==> config.mk <==
export PLATFORM = sky130hd
export DESIGN_NAME = ext_bus_tap
export DESIGN_NICKNAME = d
export VERILOG_FILES = /design/src/rtl/xtap_pkg.sv /design/src/rtl/xtap_sync.sv /design/src/rtl/xtap_decode.sv /design/src/rtl/xtap_outbank.sv /design/src/rtl/ext_bus_tap.sv
export SDC_FILE = /design/constraint.sdc
export NUM_CORES = 1
export LEC_CHECK = 0
export ABC_AREA = 1
export BUFFER_PORTS_ARGS = -buffer_cell sky130_fd_sc_hd__buf_4
export CORE_UTILIZATION = 30
export DETAILED_ROUTE_END_ITERATION = 10
export HOLD_SLACK_MARGIN = 0.12
export PLACE_DENSITY = 0.48
export SYNTH_ARGS = -nofsm -noshare
export SYNTH_HDL_FRONTEND = slang
export SYNTH_SLANG_ARGS = --single-unit
==> constraint.sdc <==
create_clock -name clk_i -period 8.25 [get_ports clk_i]
set_input_delay 1.65 -clock clk_i [delete_from_list [all_inputs] [get_ports clk_i]]
set_output_delay 1.65 -clock clk_i [all_outputs]
set_load 0.01 [all_outputs]
==> src/rtl/xtap_pkg.sv <==
package xtap_pkg;
  localparam logic [3:0] OP_NONE    = 4'd0;
  localparam logic [3:0] OP_LIT     = 4'd1;
  localparam logic [3:0] OP_RD_DATA = 4'd2;
  localparam logic [3:0] OP_WR_DATA = 4'd3;
  localparam logic [3:0] OP_IMM     = 4'd4;
  localparam logic [3:0] OP_RD_ADDR = 4'd5;
  localparam logic [3:0] OP_WR_ADDR = 4'd6;
  localparam logic [3:0] OP_WR_BOTH = 4'd7;
  localparam logic [3:0] OP_IN_RD   = 4'd8;
  localparam logic [3:0] OP_IN_WR   = 4'd9;
  localparam logic [3:0] OP_CAPTURE = 4'd10;
  localparam logic [3:0] OP_TRACE   = 4'd11;
  localparam logic [3:0] OP_BACKUP  = 4'd12;
  localparam logic [3:0] OP_RECALL  = 4'd13;

  localparam logic [2:0] SRC_LIT   = 3'd0;
  localparam logic [2:0] SRC_RDATA = 3'd1;
  localparam logic [2:0] SRC_WDATA = 3'd2;
  localparam logic [2:0] SRC_IMM   = 3'd3;
  localparam logic [2:0] SRC_ADDR  = 3'd4;

  typedef struct packed {
    logic       a_we;
    logic [2:0] a_src;
    logic       b_we;
    logic       inj_rd;
    logic       inj_wr;
    logic       we_block;
    logic       cap_ld;
    logic       hist_ld;
    logic       bkp_ld;
    logic       recall;
  } ctl_t;
endpackage

==> src/rtl/xtap_sync.sv <==
module xtap_sync #(
  parameter int W = 8
) (
  input  logic         clk_i,
  input  logic         rst_ni,
  input  logic [W-1:0] d_i,
  output logic [W-1:0] q_o
);
  logic [W-1:0] s1_q, s2_q;

  always_ff @(posedge clk_i or negedge rst_ni) begin
    if (!rst_ni) begin
      s1_q <= '0;
      s2_q <= '0;
    end else begin
      s1_q <= d_i;
      s2_q <= s1_q;
    end
  end

  assign q_o = s2_q;
endmodule

==> src/rtl/xtap_decode.sv <==
module xtap_decode
  import xtap_pkg::*;
(
  input  logic [3:0] op_i,
  input  logic       fresh_i,
  input  logic       rd_i,
  input  logic       wr_i,
  output ctl_t       ctl_o
);
  always_comb begin
    ctl_o = '0;
    case (op_i)
      OP_LIT:     begin ctl_o.a_we = fresh_i; ctl_o.a_src = SRC_LIT;   end
      OP_IMM:     begin ctl_o.a_we = fresh_i; ctl_o.a_src = SRC_IMM;   end
      OP_RD_DATA: begin ctl_o.a_we = rd_i;    ctl_o.a_src = SRC_RDATA; end
      OP_WR_DATA: begin ctl_o.a_we = wr_i;    ctl_o.a_src = SRC_WDATA; end
      OP_RD_ADDR: begin ctl_o.a_we = rd_i;    ctl_o.a_src = SRC_ADDR;  end
      OP_WR_ADDR: begin ctl_o.a_we = wr_i;    ctl_o.a_src = SRC_ADDR;  end
      OP_WR_BOTH: begin
        ctl_o.a_we     = wr_i;
        ctl_o.a_src    = SRC_ADDR;
        ctl_o.b_we     = wr_i;
        ctl_o.we_block = wr_i;
      end
      OP_IN_RD:   ctl_o.inj_rd  = rd_i;
      OP_IN_WR:   ctl_o.inj_wr  = wr_i;
      OP_CAPTURE: ctl_o.cap_ld  = fresh_i;
      OP_TRACE:   ctl_o.hist_ld = fresh_i;
      OP_BACKUP:  ctl_o.bkp_ld  = fresh_i;
      OP_RECALL:  ctl_o.recall  = fresh_i;
      default:    ;
    endcase
  end
endmodule

==> src/rtl/xtap_outbank.sv <==
module xtap_outbank #(
  parameter int DW   = 16,
  parameter int NOUT = 4,
  parameter int SW   = 2
) (
  input  logic              clk_i,
  input  logic              rst_ni,
  input  logic              a_we_i,
  input  logic [SW-1:0]     a_sel_i,
  input  logic [DW-1:0]     a_d_i,
  input  logic              b_we_i,
  input  logic [SW-1:0]     b_sel_i,
  input  logic [DW-1:0]     b_d_i,
  output logic [NOUT*DW-1:0] q_o
);
  for (genvar g = 0; g < NOUT; g++) begin : g_reg
    logic          en;
    logic [DW-1:0] d_n, r_q;

    always_comb begin
      en  = 1'b0;
      d_n = r_q;
      if (a_we_i && a_sel_i == SW'(g)) begin
        en  = 1'b1;
        d_n = a_d_i;
      end else if (b_we_i && b_sel_i == SW'(g)) begin
        en  = 1'b1;
        d_n = b_d_i;
      end
    end

    always_ff @(posedge clk_i or negedge rst_ni) begin
      if (!rst_ni)  r_q <= '0;
      else if (en)  r_q <= d_n;
    end

    assign q_o[g*DW +: DW] = r_q;
  end
endmodule

==> src/rtl/ext_bus_tap.sv <==
module ext_bus_tap
  import xtap_pkg::*;
#(
  parameter int DW   = 16,
  parameter int AW   = 16,
  parameter int NOUT = 4,
  parameter int NIN  = 2,
  localparam int SW  = $clog2(NOUT),
  localparam int IW  = $clog2(NIN),
  localparam int EW  = 4 + SW + DW
) (
  input  logic               clk_i,
  input  logic               rst_ni,
  input  logic               fetch_i,
  input  logic               rd_i,
  input  logic               wr_i,
  input  logic [AW-1:0]      addr_i,
  input  logic [DW-1:0]      mem_rdata_i,
  input  logic [DW-1:0]      cpu_wdata_i,
  input  logic [EW-1:0]      ext_word_i,
  input  logic [NIN*DW-1:0]  ext_in_i,
  input  logic [DW-1:0]      wrk_i,
  input  logic               hist_shift_i,
  output logic [DW-1:0]      cpu_rdata_o,
  output logic [DW-1:0]      mem_wdata_o,
  output logic               mem_we_o,
  output logic [NOUT*DW-1:0] out_regs_o,
  output logic [DW-1:0]      capture_o,
  output logic               hist_sout_o,
  output logic [DW-1:0]      bkp_o,
  output logic               wrk_restore_o
);
  // reset: asynchronous assertion, synchronous release
  logic [1:0] rs_q;
  logic       rst_q;
  always_ff @(posedge clk_i or negedge rst_ni) begin
    if (!rst_ni) rs_q <= 2'b00;
    else         rs_q <= {rs_q[0], 1'b1};
  end
  assign rst_q = rs_q[1];

  // held extension word and per-fetch buffers
  logic [EW-1:0] xdr_q;
  logic          fresh_q;
  logic [DW-1:0] imm_q;
  logic [AW-1:0] fa_q;
  logic [DW-1:0] cap_q, cap_d, bkp_q, bkp_d;
  logic [AW-1:0] hist_q, hist_d;
  logic          hist_en, hist_ld_w;

  logic [3:0]    op;
  logic [SW-1:0] sel, sel_b;
  logic [DW-1:0] lit, addr_ext, a_d, in_word;
  logic [NIN*DW-1:0] in_q;
  logic [IW-1:0] in_sel;
  ctl_t          ctl;

  assign op     = xdr_q[EW-1 -: 4];
  assign sel    = xdr_q[DW +: SW];
  assign lit    = xdr_q[DW-1:0];
  assign sel_b  = sel + SW'(1);
  assign in_sel = sel[IW-1:0];

  xtap_sync #(.W(NIN*DW)) u_sync (
    .clk_i (clk_i),
    .rst_ni(rst_q),
    .d_i   (ext_in_i),
    .q_o   (in_q)
  );

  xtap_decode u_dec (
    .op_i   (op),
    .fresh_i(fresh_q),
    .rd_i   (rd_i),
    .wr_i   (wr_i),
    .ctl_o  (ctl)
  );

  always_comb begin
    addr_ext           = '0;
    addr_ext[AW-1:0]   = addr_i;
    in_word            = in_q[in_sel*DW +: DW];
    case (ctl.a_src)
      SRC_LIT:   a_d = lit;
      SRC_RDATA: a_d = mem_rdata_i;
      SRC_WDATA: a_d = cpu_wdata_i;
      SRC_IMM:   a_d = imm_q;
      default:   a_d = addr_ext;
    endcase
  end

  xtap_outbank #(.DW(DW), .NOUT(NOUT), .SW(SW)) u_bank (
    .clk_i  (clk_i),
    .rst_ni (rst_q),
    .a_we_i (ctl.a_we),
    .a_sel_i(sel),
    .a_d_i  (a_d),
    .b_we_i (ctl.b_we),
    .b_sel_i(sel_b),
    .b_d_i  (cpu_wdata_i),
    .q_o    (out_regs_o)
  );

  // next state of the one-shot registers
  assign hist_ld_w = ctl.hist_ld;
  always_comb begin
    cap_d   = ctl.cap_ld ? in_word : cap_q;
    bkp_d   = ctl.bkp_ld ? wrk_i : bkp_q;
    hist_en = ctl.hist_ld | hist_shift_i;
    if (ctl.hist_ld)      hist_d = fa_q;
    else if (hist_shift_i) hist_d = hist_q >> 1;
    else                  hist_d = hist_q;
  end

  always_ff @(posedge clk_i or negedge rst_q) begin
    if (!rst_q) begin
      xdr_q   <= '0;
      fresh_q <= 1'b0;
      imm_q   <= '0;
      fa_q    <= '0;
      cap_q   <= '0;
      bkp_q   <= '0;
      hist_q  <= '0;
    end else begin
      fresh_q <= fetch_i;
      if (fetch_i) begin
        xdr_q <= ext_word_i;
        imm_q <= mem_rdata_i;
        fa_q  <= addr_i;
      end
      if (ctl.cap_ld) cap_q  <= cap_d;
      if (ctl.bkp_ld) bkp_q  <= bkp_d;
      if (hist_en)    hist_q <= hist_d;
    end
  end

  // data-path multiplexers
  assign cpu_rdata_o   = ctl.inj_rd ? in_word : mem_rdata_i;
  assign mem_wdata_o   = ctl.inj_wr ? in_word : cpu_wdata_i;
  assign mem_we_o      = wr_i & ~ctl.we_block;
  assign capture_o     = cap_q;
  assign bkp_o         = bkp_q;
  assign hist_sout_o   = hist_q[0];
  assign wrk_restore_o = ctl.recall;
endmodule

# After elaboration in Yosys (flattened, before gate mapping)
# Index checks and enable logic that the tools add are counted.
[word_totals] input_bits=124 out_inout_bits=131 word_cells=92 regBits=233
[classes] eq_ne=22 reduce_logical=22 n_addsub=1 bitwise_logic=3 n_shift=1 muxes=29
[ops] cell="16-bit two-way mux" count=12
[ops] cell="16-bit case mux with 4 select lines" count=1
[ops] cell="32-bit by 6-bit variable part select with 16-bit output" count=1
[ops] cell="4-bit == test (second input constant)" count=6
[ops] cell="4-bit case mux with 6 select lines" count=1
[ops] cell="4-bit by 3-bit == test with 1-bit output (second input constant)" count=4
[ops] cell="1-bit two-way mux" count=15
[ops] cell="2-bit AND reduction" count=5
[ops] cell="2-bit nonzero test" count=5
[ops] cell="2-bit == test (second input constant)" count=4
[ops] cell="4-bit by 2-bit == test with 1-bit output (second input constant)" count=2
[ops] cell="1-bit logical AND" count=8
[ops] cell="3-bit by 2-bit == test with 1-bit output (second input constant)" count=2
[ops] cell="2-bit by 1-bit == test with 1-bit output (second input constant)" count=2
[ops] cell="4-bit by 1-bit == test with 1-bit output (second input constant)" count=1
[ops] cell="2-bit logical NOT" count=2
[ops] cell="3-bit by 1-bit == test with 1-bit output (second input constant)" count=1
[ops] cell="3-bit logical NOT" count=1
[ops] cell="2-bit by 1-bit adder with 2-bit output (second input constant)" count=1
[ops] cell="2-bit OR reduction" count=1
[ops] cell="1-bit AND" count=1
[ops] cell="1-bit NOT" count=1
[ops] cell="1-bit bitwise OR" count=1

# Longest topological paths before layout
# Gate-level depths: netlist of the first run.
[logic_depth] ltp_word=6 depth_mapped=13 mapped_depth_nobuf=10

# By module
# A second synthesis of the first run with hierarchy kept.
[hier_totals] hier_cells=1160 area_unflattened_um2=10686.5
[modules_own_cells] module="ext_bus_tap" seq_area_each_um2=2627.5 cells_per_inst=598 area_per_inst_um2=5450.2 n_inst=1
[modules_own_cells] module="xtap_outbank" seq_area_each_um2=1601.5 cells_per_inst=456 area_per_inst_um2=3457.1 n_inst=1
[modules_own_cells] module="xtap_sync" seq_area_each_um2=1601.5 cells_per_inst=64 area_per_inst_um2=1601.5 n_inst=1
[modules_own_cells] module="xtap_decode" seq_area_each_um2=0.0 cells_per_inst=42 area_per_inst_um2=177.7 n_inst=1

# Worst setup path after synthesis of the first run
# No wires, ideal clock.
[synth_timing] path_kind="input-to-output" startpoint="input wr_i" endpoint="output mem_wdata_o[11]" arrival_time_ns=2.529 path_stages=5 slack_ns=4.071 path_buffers=1 t_required_ns=6.600 cell_sequence="inv_1 > nor3_2 > clkbuf_1 > nor2_1 > a31oi_1"
[synth_via] elab_chain_len=2
[synth_lines] element="start: declaration" line="ext_bus_tap.sv:16" text="input logic wr_i,"
[synth_lines] element="1-bit two-way mux" line="xtap_decode.sv:12" text="case (op_i)"
[synth_lines] element="16-bit two-way mux" line="ext_bus_tap.sv:139" text="assign mem_wdata_o = ctl.inj_wr ? in_word : cpu_wdata_i;"
[synth_lines] element="end: declaration" line="ext_bus_tap.sv:25" text="output logic [DW-1:0] mem_wdata_o,"
# Every way passes these cells.

# Worst setup path after layout of the first run
[layout_timing] startpoint="input wr_i" endpoint="output mem_wdata_o[5]"
# Same word-level chain as after synthesis.

==> results.py, run 1 <==
metrics = {
    "sta": {
        "period_needed_ns": 4.45,
        "setup_tns_ns": 0,
        "finalCritPeriodShare_pct": 53.9,
        "fmax_mhz": 225,
        "skew_ns": 0.00903,
        "finalMaxSlewViolations": 0,
        "tightest_slew_ns": 1.18,
        "setup_viol": 0,
        "relSlewSlack_pct": 21.4,
        "rsz0062_at_grt": "no",
        "hold_viol": 0,
    },
    "place": {
        "dp.cells": 1874,
        "place_congestion": 0.807,
        "numPortBuffers": 254,
        "dp_hpwl_mm": 25.8,
    },
    "logic_synthesis": {
        "async_flop_share_pct": 100,
        "syn_inst": 1225,
        "synth_warnings": 0,
        "synth.distinct_cells": 27,
        "synth_ff_type": "dfrtp_1",
        "synth-edff-count": 0,
        "syn_avg_cell_area_um2": 8.58,
        "synth_top_cell_by_area": "dfrtp_1",
        "syn_nets": 1349,
        "synthTopCellsByArea": "dfrtp_1 (55%), nand2_1 (14%), nand3_1 (9.3%)",
        "synth.top_cell.area_share_pct": 55.5,
        "synth_most_common_cell": "nand2_1",
        "synth-seq-area-share_pct": 55.5,
        "syn_area_mm2": 0.0105,
        "ys_ff_latch": 233,
        "synth_common_cells": "nand2_1 (393), dfrtp_1 (233), nand3_1 (196)",
    },
    "worst_setup_path": {
        "crit_arrival_ns": 2.80,
        "worst-path-buf-inv": 4,
        "cpMaxStageDelayCell": "buf_4",
        "crit_path_end_kind": "output pin",
        "path_cells": "buf_4 > inv_1 > nor3_4 > buf_4 > nor2_1 > a31oi_1 > buf_4",
        "path_common_cell": "buf_4",
        "crit_family": "buffers and inverters",
        "required_ns": 6.60,
        "cp_max_fo": 32,
        "slowest_delay_ns": 0.36,
        "critical_path_class": "in2out",
        "rrSetupSlack_ns": 4.77,
        "start_kind": "input pin",
    },
    "power_and_ir_drop": {
        "intPower_uw": 2700,
        "seq_power_share_pct": 40.7,
        "vdd.ir_drop.worst_uv": 195,
        "comb_power_share_pct": 26.8,
        "switching_share_pct": 31.4,
        "p_sw_uw": 1240,
        "pwr_density_cell_mw_per_mm2": 287,
        "pwr-share-clk_pct": 32.5,
        "leakage_uw": 0.00684,
    },
    "cts": {
        "cts_hold_buf": 0,
        "clk_pin_slew_ns": 0.06,
        "cts_max_path_buffers": 3,
        "post_cts_buffers": 0,
        "tritoncts": "yes",
        "clkSinkCount": 233,
        "cts-htree-levels": 1,
        "cts_resized": 0,
        "clock-root-buffer": "clkbuf_16",
        "cts_buffers": 27,
        "insertion_delay_ns": 0.55,
    },
    "grt": {
        "grt_max_degree": 78,
        "grt_pass1_vias": 9080,
        "grt_pass1_wl_mm": 56.4,
        "overflow": 0,
        "antenna_found_initial": 1,
        "gr-usage-met2_pct": 31.4,
        "met1_usage_pct": 30.1,
        "grt.busiest_layer": "met2",
        "use_met3_pct": 4.58,
        "gr-usage-all-layers_pct": 20.7,
    },
    "die": {
        "num_rows": 68,
        "die_width_um": 189,
        "die_area_mm2": 0.0358,
        "start_util_pct": 30.4,
        "coreArea_mm2": 0.0345,
        "io_pins": 255,
        "die_y_um": 189,
    },
    "min_path": {
        "hold_path.class": "reg2reg",
    },
    "detailed_routing": {
        "vias_per_cell": 4.88,
        "routed_wl_mm": 37.0,
        "first_pass_iters": 7,
        "detail_route.wl_per_cell_um": 19.3,
        "antenna_left": 0,
        "vias": 9382,
        "drc": 0,
        "drtIter0Drc": 576,
    },
    "cells_and_area": {
        "seq_area_mm2": 0.00583,
        "layout.nets": 1572,
        "multi_input_comb_area_mm2": 0.00410,
        "fill_cells": 3621,
        "final_cells": 1922,
        "insertedDiodeCount": 0,
        "syn_to_final_growth_pct": 30.3,
        "drive_above_1_share_pct": 26.1,
    },
    "outcome": {
        "status": "completed",
    },
    "flow_run": {
        "cap_violations": 0,
    },
}
cell type report:
cell class | instances | area share (%)
clock inverter | 11 | 1.32
timing repair buffer | 267 | 14.6
tap | 455 | 4.16
sequential | 233 | 42.6
inverter | 64 | 1.75
multi-input combinational | 855 | 29.9
clock buffer | 37 | 5.64
kinds of logic after synthesis:
family                 count (synthesis)  share of synthesized area, %
flip-flops                           233                          55.5
AND/OR/NAND/NOR                      719                          28.8
AO/OA/AOI/OAI                         87                          4.94
other                                  1                        0.0357
multiplexers                          48                          5.14
buffers and inverters                137                          5.65
metal layers:
layer | wire length, µm | vias up
met2 | 16100 | 347
met3 | 2780 | 41
met1 | 17400 | 4547
met4 | 730 | 2
li1 | - | 4445
met5 | 16 | -
path summary, 6_finish.rpt:
path | startpoint | endpoint | cells after the start
min in group asynchronous | rs_q[1]$_DFF_PN0_ | bkp_o[9]$_DFFE_PN0P_ | 0
worst min register to register | u_sync.s1_q[16]$_DFF_PN0_ | u_sync.q_o[16]$_DFF_PN0_ | 0
worst min-delay path | u_sync.s1_q[16]$_DFF_PN0_ | u_sync.q_o[16]$_DFF_PN0_ | 0
max in group asynchronous | rs_q[1]$_DFF_PN0_ | u_bank.g_reg[0].r_q[9]$_DFFE_PN0P_ | 1
worst max-delay path | wr_i | mem_wdata_o[5] | 7
worst max register to register | xdr_q[19]$_DFFE_PN0P_ | u_bank.g_reg[1].r_q[6]$_DFFE_PN0P_ | 10
cells in the final DEF, fill, tap and decap left out, types with 2 or more instances in the layout:
master	n
dfrtp_1	232
a31oi_1	62
a21oi_1	13
clkbuf_16	27
nand2_1	393
nor3_4	4
clkinv_2	2
nand3_1	196
inv_2	8
nand2_2	2
buf_4	267
clkbuf_8	6
clkinvlp_4	3
bufinv_16	4
clkbuf_1	4
o21ai_0	10
nor2_2	5
mux2_2	48
nor2_1	114
inv_1	55
sequential cells by signal (all words and copies together), names as in the netlist:
name,cells
capture_o,16
rs_q,2
u_sync.s1_q,32
bkp_o,16
imm_q,16
fresh_q,1
u_sync.q_o,32
u_bank.g.r_q,64
hist_q,16
xdr_q,22
fa_q,16
worst reg2reg max path: stages, from the launching register on:
cell     delay [ns]
dfrtp_1        0.47
nor2_2         0.70
nand2_1        0.12
nand2_1        0.09
nand2_1        0.06
nand3_2        0.06
buf_4          0.57
nand2_1        0.89
nand2_1        0.26
nand2_1        0.12
nand2_1        0.07
per-stage QoR:
step	instance area, µm²	utilization (%)	setup slack (ns)	total power (µW)	hold slack, ns
floorplan	10500	-	1.28	2080	0.331
global placement	12700	36.9	3.87	2680	0.332
detailed placement	12700	36.9	3.81	2690	0.335
CTS	13700	39.7	3.80	3990	0.346
global route	13700	39.7	3.66	4150	0.353
finish	13700	39.7	3.80	3940	0.342
power by group through the flow:
stage | sequential, µW | combinational [µW] | clock (µW)
finish | 1600 | 1060 | 1280
global route | 1630 | 1160 | 1350
CTS | 1600 | 1070 | 1310
detailed placement | 1620 | 1070 | 0
global placement | 1620 | 1060 | 0
floorplan | 1680 | 394 | 0
Power figures use the tool's default switching activity.
==> inputs of run 2 (changes only) <==
Settings changed: PLACE_DENSITY 0.48 to 0.5.
Clock period 8.25 ns to 3.6 ns, I/O delays scaled along.
==> run 2 against run 1 <==
Effect of this change: design area rose by 1.0%; critical path depth rose by 1; die area did not move; critical path type is now reg2out; largest cell class unchanged; highest routed layer unchanged.
==> results.py, run 2 (same netlist as run 1, synthesis figures left out) <==
metrics = {
    "detailed_routing": {
        "first_pass_iters": 5,
        "drc": 0,
        "routed_wl_mm": 36.6,
        "drtIter0Drc": 799,
        "antenna_left": 0,
        "detail_route.wl_per_cell_um": 18.9,
        "vias": 9378,
        "vias_per_cell": 4.85,
    },
    "cells_and_area": {
        "mostFrequentLayoutCell": "nand2_1",
        "final_cells": 1935,
        "top_register": "u_bank.g.r_q",
        "insertedDiodeCount": 0,
        "drive_above_1_share_pct": 26.7,
        "final_cell_mix": "nand2_1 (393), buf_4 (276), dfrtp_1 (232)",
        "syn_to_final_growth_pct": 31.7,
        "largest_register_ffs": 64,
        "layout.nets": 1584,
    },
    "worst_setup_path": {
        "crit_arrival_ns": 2.36,
        "r2r-end": "u_bank.g_reg[0].r_q[12]$_DFFE_PN0P_",
        "crit_path_end_kind": "output pin",
        "reg2reg_from": "xdr_q[20]$_DFFE_PN0P_",
        "start_kind": "flop",
        "required_ns": 2.88,
        "rrSetupSlack_ns": 1.02,
        "cp-endpoint": "cpu_rdata_o[7]",
        "rr_worst_depth": 9,
        "critical_path_class": "reg2out",
        "startpoint": "xdr_q[18]$_DFFE_PN0P_",
        "cp_max_fo": 32,
    },
    "sta": {
        "setup_tns_ns": 0,
        "timing.final.ws_setup_ns": 0.522,
        "hold_viol": 0,
        "fmax_mhz": 325,
        "relSlewSlack_pct": 43.7,
        "finalCritPeriodShare_pct": 85.5,
        "rsz0062_at_grt": "no",
        "holdWs_ns": 0.283,
        "tightest_slew_ns": 0.844,
        "setup_viol": 0,
        "skew_ns": 0.0204,
        "period_needed_ns": 3.08,
        "finalMaxSlewViolations": 0,
    },
    "grt": {
        "grt_pass1_wl_mm": 55.5,
        "overflow": 0,
        "gr-usage-all-layers_pct": 20.5,
        "grt_pass1_vias": 9111,
        "antenna_found_initial": 2,
        "grt_max_degree": 106,
    },
    "cts": {
        "clk_pin_slew_ns": 0.06,
        "clock-root-buffer": "clkbuf_16",
        "cts_buffers": 27,
        "clkSinkCount": 233,
        "post_cts_buffers": 0,
        "cts_max_path_buffers": 3,
        "insertion_delay_ns": 0.55,
        "cts-htree-levels": 1,
        "tritoncts": "yes",
    },
    "min_path": {
        "hold_path.class": "in2reg",
    },
    "flow_run": {
        "cap_violations": 0,
    },
    "die": {
        "coreArea_mm2": 0.0345,
        "num_rows": 68,
        "die_width_um": 189,
        "start_util_pct": 30.4,
        "die_y_um": 189,
        "io_pins": 255,
        "die_area_mm2": 0.0358,
    },
    "power_and_ir_drop": {
        "finalPower_uw": 9090,
        "leakage_uw": 0.00691,
        "switching_share_pct": 30.8,
        "vdd.ir_drop.worst_uv": 378,
        "pwr-share-clk_pct": 33.2,
        "pwr_density_cell_mw_per_mm2": 657,
        "p_sw_uw": 2800,
        "comb_power_share_pct": 26.8,
        "intPower_uw": 6290,
        "seq_power_share_pct": 40.0,
    },
    "place": {
        "dp_hpwl_mm": 25.5,
        "dp_slack_ns": 1.05,
        "numPortBuffers": 254,
        "dp.cells": 1885,
        "place_congestion": 0.789,
    },
    "outcome": {
        "status": "completed",
    },
}
## run 2: cell types whose count changed in the layout (fill, tap and decap cells not counted), sizes merged
cell / change
clkinv: +3
buf: +11
bufinv: +2
clkbuf: -2
dlygate4sd3: +1
inv: -1
clkinvlp: -1
## run 2: how the worst min path moves through the flow
stage | start | end | slack, ns | cells past startpoint
final | ext_in_i[16] | u_sync.s1_q[16]$_DFF_PN0_ | 0.28 | 1
after floorplan | rs_q[0]$_DFF_PN0_ | rs_q[1]$_DFF_PN0_ | 0.33 | 0
after detailed placement | u_sync.s1_q[19]$_DFF_PN0_ | u_sync.q_o[19]$_DFF_PN0_ | 0.33 | 0
after global routing | ext_in_i[7] | u_sync.s1_q[7]$_DFF_PN0_ | 0.27 | 1
after CTS | ext_in_i[25] | u_sync.s1_q[25]$_DFF_PN0_ | 0.27 | 1
after global placement | u_sync.s1_q[24]$_DFF_PN0_ | u_sync.q_o[24]$_DFF_PN0_ | 0.33 | 0
## run 2: final cells by class
class	instances	area, µm²
Timing Repair Buffer	279	2120
Inverter	64	240
Fill cell	3598	20700
Clock inverter	14	229
Tap cell	455	569
Sequential cell	233	5830
Clock buffer	35	746
Multi-Input combinational cell	855	4100
## run 2: through the flow
stage / utilization (%) / instance area, µm²
2_1_floorplan: - / 10500
6_report: 40.1 / 13800
5_1_grt: 40.1 / 13800
4_1_cts: 40.1 / 13800
3_3_place_gp: 37.2 / 12900
3_5_place_dp: 37.2 / 12900
## run 2: what timing repair did
action                                  in CTS  in global routing
gates resized for setup                      0                  0
endpoints found under the setup margin       0                  0
hold buffers                                 1                  0
hold endpoints to repair                     2                  0
## run 2: power by group through the flow
stage	logic, µW	registers [µW]	clock network, µW
5_1_grt	2680	3730	3170
4_1_cts	2470	3650	3080
3_3_place_gp	2440	3680	0
2_1_floorplan	902	3860	0
3_5_place_dp	2460	3700	0
6_report	2430	3640	3020
## run 2: worst max-delay path, stage by stage (launching register included)
cell and delay (ns):
dfrtp_1 0.45, nor2_2 0.13, buf_4 0.25, nand2_1 0.09, nor2_2 0.11, buf_4 0.33
nor2_1 0.08, a31oi_1 0.19, buf_4 0.15
## run 2: per-layer routing
metal	wire length, µm	track usage [%]
met1	16400	29.2
met5	31	0
met2	16000	31.5
met3	3350	4.75
met4	726	4.62
